### config.mk
export PLATFORM = sky130hd
export DESIGN_NAME = rsp_capture
export DESIGN_NICKNAME = d
export VERILOG_FILES = /design/src/rtl/rsp_pkg.sv /design/src/rtl/rsp_ctrl.sv /design/src/rtl/rsp_dpath.sv /design/src/rtl/rsp_capture.sv
export SDC_FILE = /design/constraint.sdc
export NUM_CORES = 1
export LEC_CHECK = 0
export CAP_MARGIN = 20
export CORE_MARGIN = 5
export CORE_UTILIZATION = 41
export DETAILED_ROUTE_END_ITERATION = 10
export DONT_BUFFER_PORTS = 1
export GPL_TIMING_DRIVEN = 1
export SYNTH_ARGS = -nofsm -noshare
export SYNTH_HDL_FRONTEND = slang
export SYNTH_SLANG_ARGS = --single-unit
### constraint.sdc
create_clock -name clk -period 2.5 [get_ports clk]
set_input_delay 0.5 -clock clk [delete_from_list [all_inputs] [get_ports clk]]
set_output_delay 0.5 -clock clk [all_outputs]
set_load 0.05 [all_outputs]
### src/rtl/rsp_pkg.sv
package rsp_pkg;
  localparam int HALF_W       = 16;
  localparam int SHORT_BITS   = 48;
  localparam int LONG_BITS    = 136;
  localparam int LONG_KEEP    = 128;
  localparam int CRC_SPAN     = 40;
  localparam int CRC_W        = 7;
  localparam int SHORT_HALVES = SHORT_BITS / HALF_W;
  localparam int LONG_HALVES  = LONG_KEEP / HALF_W;
  localparam int CNT_W        = $clog2(LONG_BITS + 1);
  localparam int FILL_W       = $clog2(LONG_HALVES + 1);
  localparam int IDX_W        = $clog2(LONG_HALVES);
  localparam logic [CRC_W-1:0] CRC_POLY = 7'h09;

  typedef enum logic [1:0] {
    RSP_NONE      = 2'd0,
    RSP_SHORT_CRC = 2'd1,
    RSP_LONG      = 2'd2,
    RSP_SHORT_RAW = 2'd3
  } rspKind_e;

  typedef struct packed {
    logic clear;
    logic shift;
    logic crcUpd;
    logic load;
    logic longSel;
    logic checkCrc;
  } rspStrb_t;
endpackage

### src/rtl/rsp_ctrl.sv
module rsp_ctrl
  import rsp_pkg::*;
#(
  parameter int TIMEOUT_BITS = 64
) (
  input  logic       clk,
  input  logic       rstN,
  input  logic       cmdStart,
  input  logic [1:0] respType,
  input  logic       bitValid,
  input  logic       cmdBit,
  output rspStrb_t   strb,
  output logic       respEnd,
  output logic       timeoutErr
);
  localparam int TO_W = $clog2(TIMEOUT_BITS + 1);
  localparam logic [TO_W-1:0]  TO_LAST    = TO_W'(TIMEOUT_BITS - 1);
  localparam logic [CNT_W-1:0] SHORT_LAST = CNT_W'(SHORT_BITS - 1);
  localparam logic [CNT_W-1:0] LONG_LAST  = CNT_W'(LONG_BITS - 1);
  localparam logic [CNT_W-1:0] CRC_END    = CNT_W'(CRC_SPAN);

  typedef enum logic [1:0] {ST_IDLE, ST_HUNT, ST_RECV, ST_LOAD} state_e;

  state_e           state;
  rspKind_e         kindQ;
  logic [CNT_W-1:0] bitCnt;
  logic [TO_W-1:0]  toCnt;
  logic             respEndQ;
  logic             timeoutQ;

  logic             startSeen;
  logic             huntExpire;
  logic             rxBit;
  logic [CNT_W-1:0] frameLast;

  always_comb begin
    frameLast  = (kindQ == RSP_LONG) ? LONG_LAST : SHORT_LAST;
    startSeen  = (state == ST_HUNT) && bitValid && !cmdBit;
    huntExpire = (state == ST_HUNT) && bitValid && cmdBit && (toCnt == TO_LAST);
    rxBit      = (state == ST_RECV) && bitValid;

    strb.clear    = cmdStart;
    strb.shift    = !cmdStart && (startSeen || rxBit);
    strb.crcUpd   = !cmdStart && (startSeen || (rxBit && (bitCnt < CRC_END)));
    strb.load     = !cmdStart && (state == ST_LOAD);
    strb.longSel  = (kindQ == RSP_LONG);
    strb.checkCrc = (kindQ == RSP_SHORT_CRC);
  end

  always_ff @(posedge clk or negedge rstN) begin
    if (!rstN) begin
      state    <= ST_IDLE;
      kindQ    <= RSP_NONE;
      bitCnt   <= '0;
      toCnt    <= '0;
      respEndQ <= 1'b0;
      timeoutQ <= 1'b0;
    end else if (cmdStart) begin
      kindQ    <= rspKind_e'(respType);
      bitCnt   <= '0;
      toCnt    <= '0;
      timeoutQ <= 1'b0;
      respEndQ <= (respType == RSP_NONE);
      state    <= (respType == RSP_NONE) ? ST_IDLE : ST_HUNT;
    end else begin
      respEndQ <= 1'b0;
      case (state)
        ST_HUNT: begin
          if (startSeen) begin
            bitCnt <= CNT_W'(1);
            state  <= ST_RECV;
          end else if (huntExpire) begin
            timeoutQ <= 1'b1;
            respEndQ <= 1'b1;
            state    <= ST_IDLE;
          end else if (bitValid) begin
            toCnt <= toCnt + TO_W'(1);
          end
        end
        ST_RECV: begin
          if (bitValid) begin
            if (bitCnt == frameLast) state <= ST_LOAD;
            else                     bitCnt <= bitCnt + CNT_W'(1);
          end
        end
        ST_LOAD: begin
          respEndQ <= 1'b1;
          state    <= ST_IDLE;
        end
        default: state <= ST_IDLE;
      endcase
    end
  end

  assign respEnd    = respEndQ;
  assign timeoutErr = timeoutQ;
endmodule

### src/rtl/rsp_dpath.sv
module rsp_dpath
  import rsp_pkg::*;
(
  input  logic              clk,
  input  logic              rstN,
  input  rspStrb_t          strb,
  input  logic              cmdBit,
  input  logic              rdStrobe,
  output logic [HALF_W-1:0] rdData,
  output logic              crcErr
);
  logic [LONG_KEEP-1:0] shiftQ;
  logic [CRC_W-1:0]     crcQ;
  logic [HALF_W-1:0]    mem [LONG_HALVES];
  logic [FILL_W-1:0]    fillQ;
  logic [FILL_W-1:0]    rdPtr;
  logic                 crcErrQ;

  logic [HALF_W-1:0]    slotLong  [LONG_HALVES];
  logic [HALF_W-1:0]    slotShort [LONG_HALVES];
  logic                 empty;
  logic                 crcFb;

  for (genvar i = 0; i < LONG_HALVES; i++) begin : g_slot
    assign slotLong[i] = shiftQ[LONG_KEEP-1-HALF_W*i -: HALF_W];
    if (i < SHORT_HALVES) begin : g_short
      assign slotShort[i] = shiftQ[SHORT_BITS-1-HALF_W*i -: HALF_W];
    end else begin : g_pad
      assign slotShort[i] = '0;
    end
  end

  assign crcFb = crcQ[CRC_W-1] ^ cmdBit;
  assign empty = (rdPtr == fillQ);

  always_ff @(posedge clk or negedge rstN) begin
    if (!rstN) begin
      shiftQ <= '0;
      crcQ   <= '0;
    end else if (strb.clear) begin
      shiftQ <= '0;
      crcQ   <= '0;
    end else begin
      if (strb.shift)
        shiftQ <= {shiftQ[LONG_KEEP-2:0], cmdBit};
      if (strb.crcUpd)
        crcQ <= {crcQ[CRC_W-2:0], 1'b0} ^ (crcFb ? CRC_POLY : '0);
    end
  end

  always_ff @(posedge clk or negedge rstN) begin
    if (!rstN) begin
      for (int i = 0; i < LONG_HALVES; i++) mem[i] <= '0;
    end else if (strb.load) begin
      for (int i = 0; i < LONG_HALVES; i++)
        mem[i] <= strb.longSel ? slotLong[i] : slotShort[i];
    end
  end

  always_ff @(posedge clk or negedge rstN) begin
    if (!rstN) begin
      fillQ   <= '0;
      rdPtr   <= '0;
      crcErrQ <= 1'b0;
    end else if (strb.clear) begin
      fillQ   <= '0;
      rdPtr   <= '0;
      crcErrQ <= 1'b0;
    end else if (strb.load) begin
      fillQ   <= strb.longSel ? FILL_W'(LONG_HALVES) : FILL_W'(SHORT_HALVES);
      rdPtr   <= '0;
      crcErrQ <= strb.checkCrc && (crcQ != shiftQ[CRC_W:1]);
    end else if (rdStrobe && !empty) begin
      rdPtr <= rdPtr + FILL_W'(1);
    end
  end

  assign rdData = empty ? '0 : mem[rdPtr[IDX_W-1:0]];
  assign crcErr = crcErrQ;
endmodule

### src/rtl/rsp_capture.sv
module rsp_capture
  import rsp_pkg::*;
#(
  parameter int TIMEOUT_BITS = 64
) (
  input  logic        clk,
  input  logic        rstN,
  input  logic        cmdStart,
  input  logic [1:0]  respType,
  input  logic        bitValid,
  input  logic        cmdBit,
  input  logic        rdStrobe,
  output logic [15:0] rdData,
  output logic        respEnd,
  output logic        crcErr,
  output logic        timeoutErr
);
  rspStrb_t strb;

  rsp_ctrl #(.TIMEOUT_BITS(TIMEOUT_BITS)) u_ctrl (
    .clk        (clk),
    .rstN       (rstN),
    .cmdStart   (cmdStart),
    .respType   (respType),
    .bitValid   (bitValid),
    .cmdBit     (cmdBit),
    .strb       (strb),
    .respEnd    (respEnd),
    .timeoutErr (timeoutErr)
  );

  rsp_dpath u_dpath (
    .clk      (clk),
    .rstN     (rstN),
    .strb     (strb),
    .cmdBit   (cmdBit),
    .rdStrobe (rdStrobe),
    .rdData   (rdData),
    .crcErr   (crcErr)
  );
endmodule

==> qor.yml <==
cts_tree: "done"
slowest_delay_ns: 0.51
nFillCells: 2832
grt.total_usage_pct: 16.3
crit_type: "reg -> out"
worst_slew_pin_slew_ns: 0.560
clock_power_share_pct: 47.9
hold_class: "in -> async"
mostFrequentLayoutCells: "290 x dfrtp_1, 195 x nand2_1, 194 x o21ai_0"
area_growth_pct: 14.9
ios: 27
vdd_drop_max_uv: 490
place_hpwl_um: 16600
fin_skew_ns: 0.00761
worstPathArrival_ns: 2.24
synth-edff-count: 0
grt_pass1_vias: 8824
violations: "hold timing, setup timing"
seq_area_frac_synth_pct: 55.2
firstDrtPassIters: 4
drive_gt1_share_pct: 12.4
min_period_over_period_pct: 110
cts-root-buf: "clkbuf_16"
cts_made_buffers: 31
min_period_ns: 2.74
synthXorXnorAreaFrac_pct: 1.13
dieArea_mm2: 0.0358
die_y_um: 189
layout.nets: 1222
synthMuxAreaShare_pct: 10.6
p_per_area_mw_per_mm2: 651
wl_per_cell_um: 18.1
ys_types: 49
cp_num_buf_inv: 3
grt_overflow: 0
yosysTopAreaCellShare_pct: 55.2
num_antenna_cells: 0
ys.warnings.count: 0
status: "finished with violations"
clkSinkCount: 291
syn_area_mm2: 0.0132
max_cap_violations: 0
grt_max_degree: 292
syn_nets: 1240
antenna_found_initial: 0
ys_async_sr_fraction_pct: 100
p_seq_share_pct: 48.2
p_int_mw: 7.76
antenna_left: 0
yosys-top-cells-area: "dfrtp_1 55%, o21ai_0 7.4%, nand2b_1 6.6%, nand2_1 5.6%, mux4_2 5.5%"
critPathCaptureType: "primary output"
fin_tns_setup_ns: -3.17
cp_slowest_cell: "mux4_2"
layout_commonest_cell: "dfrtp_1"
dieWidth_um: 189
core-area_mm2: 0.0316
startpoint_type: "flip-flop"
leakage_nw: 6.52
initial_core_util_pct: 41.7
synth_fa_ha_area_share_pct: 0.569
synth_top_area_cell: "dfrtp_1"
path_cells: "buf_12, buf_12, mux4_2, mux2i_1, nor2_1, buf_4"
htreeDepth: 1
p_sw_share_pct: 21.3
cp_top_family: "multiplexers"
drt_iter0_drc: 640
clock_path_buffers: 3
place_congestion: 0.769
synth_compound_area_share_pct: 14.7
num_vias: 8818
synth-simple-area-share_pct: 14.9
synth.avg_cell_area_um2: 10.8
multiInputGateArea_mm2: 0.00564
setup_viol: 16
finalHoldViolCount: 291
clk_pin_slew_worst_paths_ns: 0.06
drv_slew: 0
critPathMaxFanout: 9
synth-main-ff-cell: "dfrtp_1"
io_buffers: 0
seq_area_mm2: 0.00728
fmax_ghz: 0.365
total_power_mw: 9.86
postSynthCellCount: 1226
setup_ws_ns: -0.238
synth-seq-cells: 291
via_per_inst: 5.40
slew_headroom_pct: 62.7
synth_top_family_by_area: "simple AND/OR/NAND/NOR gates"
grt_pass1_wl_um: 48600
drc_errors: 0
clk_latency_ns: 0.54
p_switching_mw: 2.10
whs_ns: -0.348
wl_um: 29500
critPathRequiredTime_ns: 2.00
p_comb_share_pct: 3.8
rsz0062_at_grt: "yes"
rows: 65
crit_path_frequent_cell: "buf_12"
-- power groups by stage --
stage | Sequential (mW) | Combinational [mW] | Clock, mW
floorplan | 4.84 | 0.300 | 0
global placement | 4.84 | 0.355 | 0
detailed placement | 4.84 | 0.358 | 0
CTS | 4.76 | 0.383 | 4.84
global route | 4.76 | 0.412 | 5.04
finish | 4.76 | 0.379 | 4.73
-- final cells by class --
| class | instances | share of cell area (%) |
|---|---|---|
| timing repair buffer | 45 | 4.24 |
| tap | 402 | 3.32 |
| sequential | 291 | 48.1 |
| clock buffer | 48 | 6.20 |
| multi-input combinational | 833 | 37.2 |
| clock inverter | 9 | 0.809 |
| inverter | 6 | 0.149 |
-- sequential cells by signal, indices dropped and copies added (netlist names) --
register and cells:
u_dpath.mem 128, u_dpath.shiftQ 128, u_ctrl.bitCnt 8, u_ctrl.toCnt 7, u_dpath.crcQ 7, u_dpath.rdPtr 4, u_ctrl.kindQ 2, u_ctrl.state 2
u_dpath.fillQ 2, u_ctrl.respEnd 1, u_ctrl.timeoutErr 1, u_dpath.crcErr 1
-- stage by stage --
| step | util, % | setup slack [ns] | instance area, µm² | hold WS [ns] | instances |
|---|---|---|---|---|---|
| floorplan | - | -0.00398 | 13200 | 0.204 | 1226 |
| global placement | 43.4 | 0.228 | 13700 | 0.216 | 1565 |
| detailed placement | 43.4 | 0.210 | 13700 | 0.214 | 1565 |
| CTS | 47.8 | -0.241 | 15100 | -0.367 | 1633 |
| global route | 47.9 | -0.324 | 15200 | -0.376 | 1634 |
| finish | 47.9 | -0.238 | 15200 | -0.348 | 1634 |
-- logic make-up after synthesis --
| kind of cell | count (synthesis) |
|---|---|
| xor+xnor | 17 |
| flops | 291 |
| buf+inv | 102 |
| simple gates | 404 |
| fa+ha+maj | 6 |
| mux | 99 |
| compound gates | 307 |
-- layer usage --
metal	track usage (%)	routed length [µm]	up-vias
li1	-	-	4245
met1	23.0	13900	4424
met2	27.5	14300	120
met3	1.97	894	29
met4	3.14	417	0
met5	0	0	-
-- cells in the mapped netlist, types with 2 or more instances --
library cell / count
a22o_1: 80
mux4_2: 32
or3_1: 2
o31ai_1: 5
xnor2_1: 8
a21oi_1: 8
nor2b_1: 5
nand2b_1: 139
nor3_1: 8
mux2i_1: 66
inv_1: 6
o21a_1: 2
clkbuf_1: 82
o21ai_0: 194
xor2_1: 9
nor4_1: 2
dfrtp_1: 291
o211ai_1: 2
ha_1: 6
nand3_1: 6
nand4_1: 3
o41ai_1: 2
nand4b_1: 2
buf_1: 9
nor2_1: 34
buf_2: 5
nand2_1: 195
or2_2: 2
-- final timing paths --
path                                       start                   to  slack, ns  depth (start not counted)
min in group clk                     respType[0]      u_ctrl.kindQ[0]       0.08                          2
worst min-delay path                        rstN  u_dpath.shiftQ[122]      -0.35                          0
max in group asynchronous                   rstN      u_dpath.mem[33]       2.46                          0
worst max register to register   u_ctrl.kindQ[1]     u_ctrl.bitCnt[3]       0.36                          6
worst max-delay path            u_dpath.rdPtr[0]            rdData[9]      -0.24                          6
worst min register to register   u_dpath.mem[95]      u_dpath.mem[95]       0.48                          2
-- what timing repair did --
action,in CTS,in global routing
hold endpoints to repair,291,291
setup buffers,8,0
endpoints found under the setup margin,16,16
cloned,3,1
pin swaps,1,2
gates resized for setup,33,3
Power figures use the tool's default switching activity.
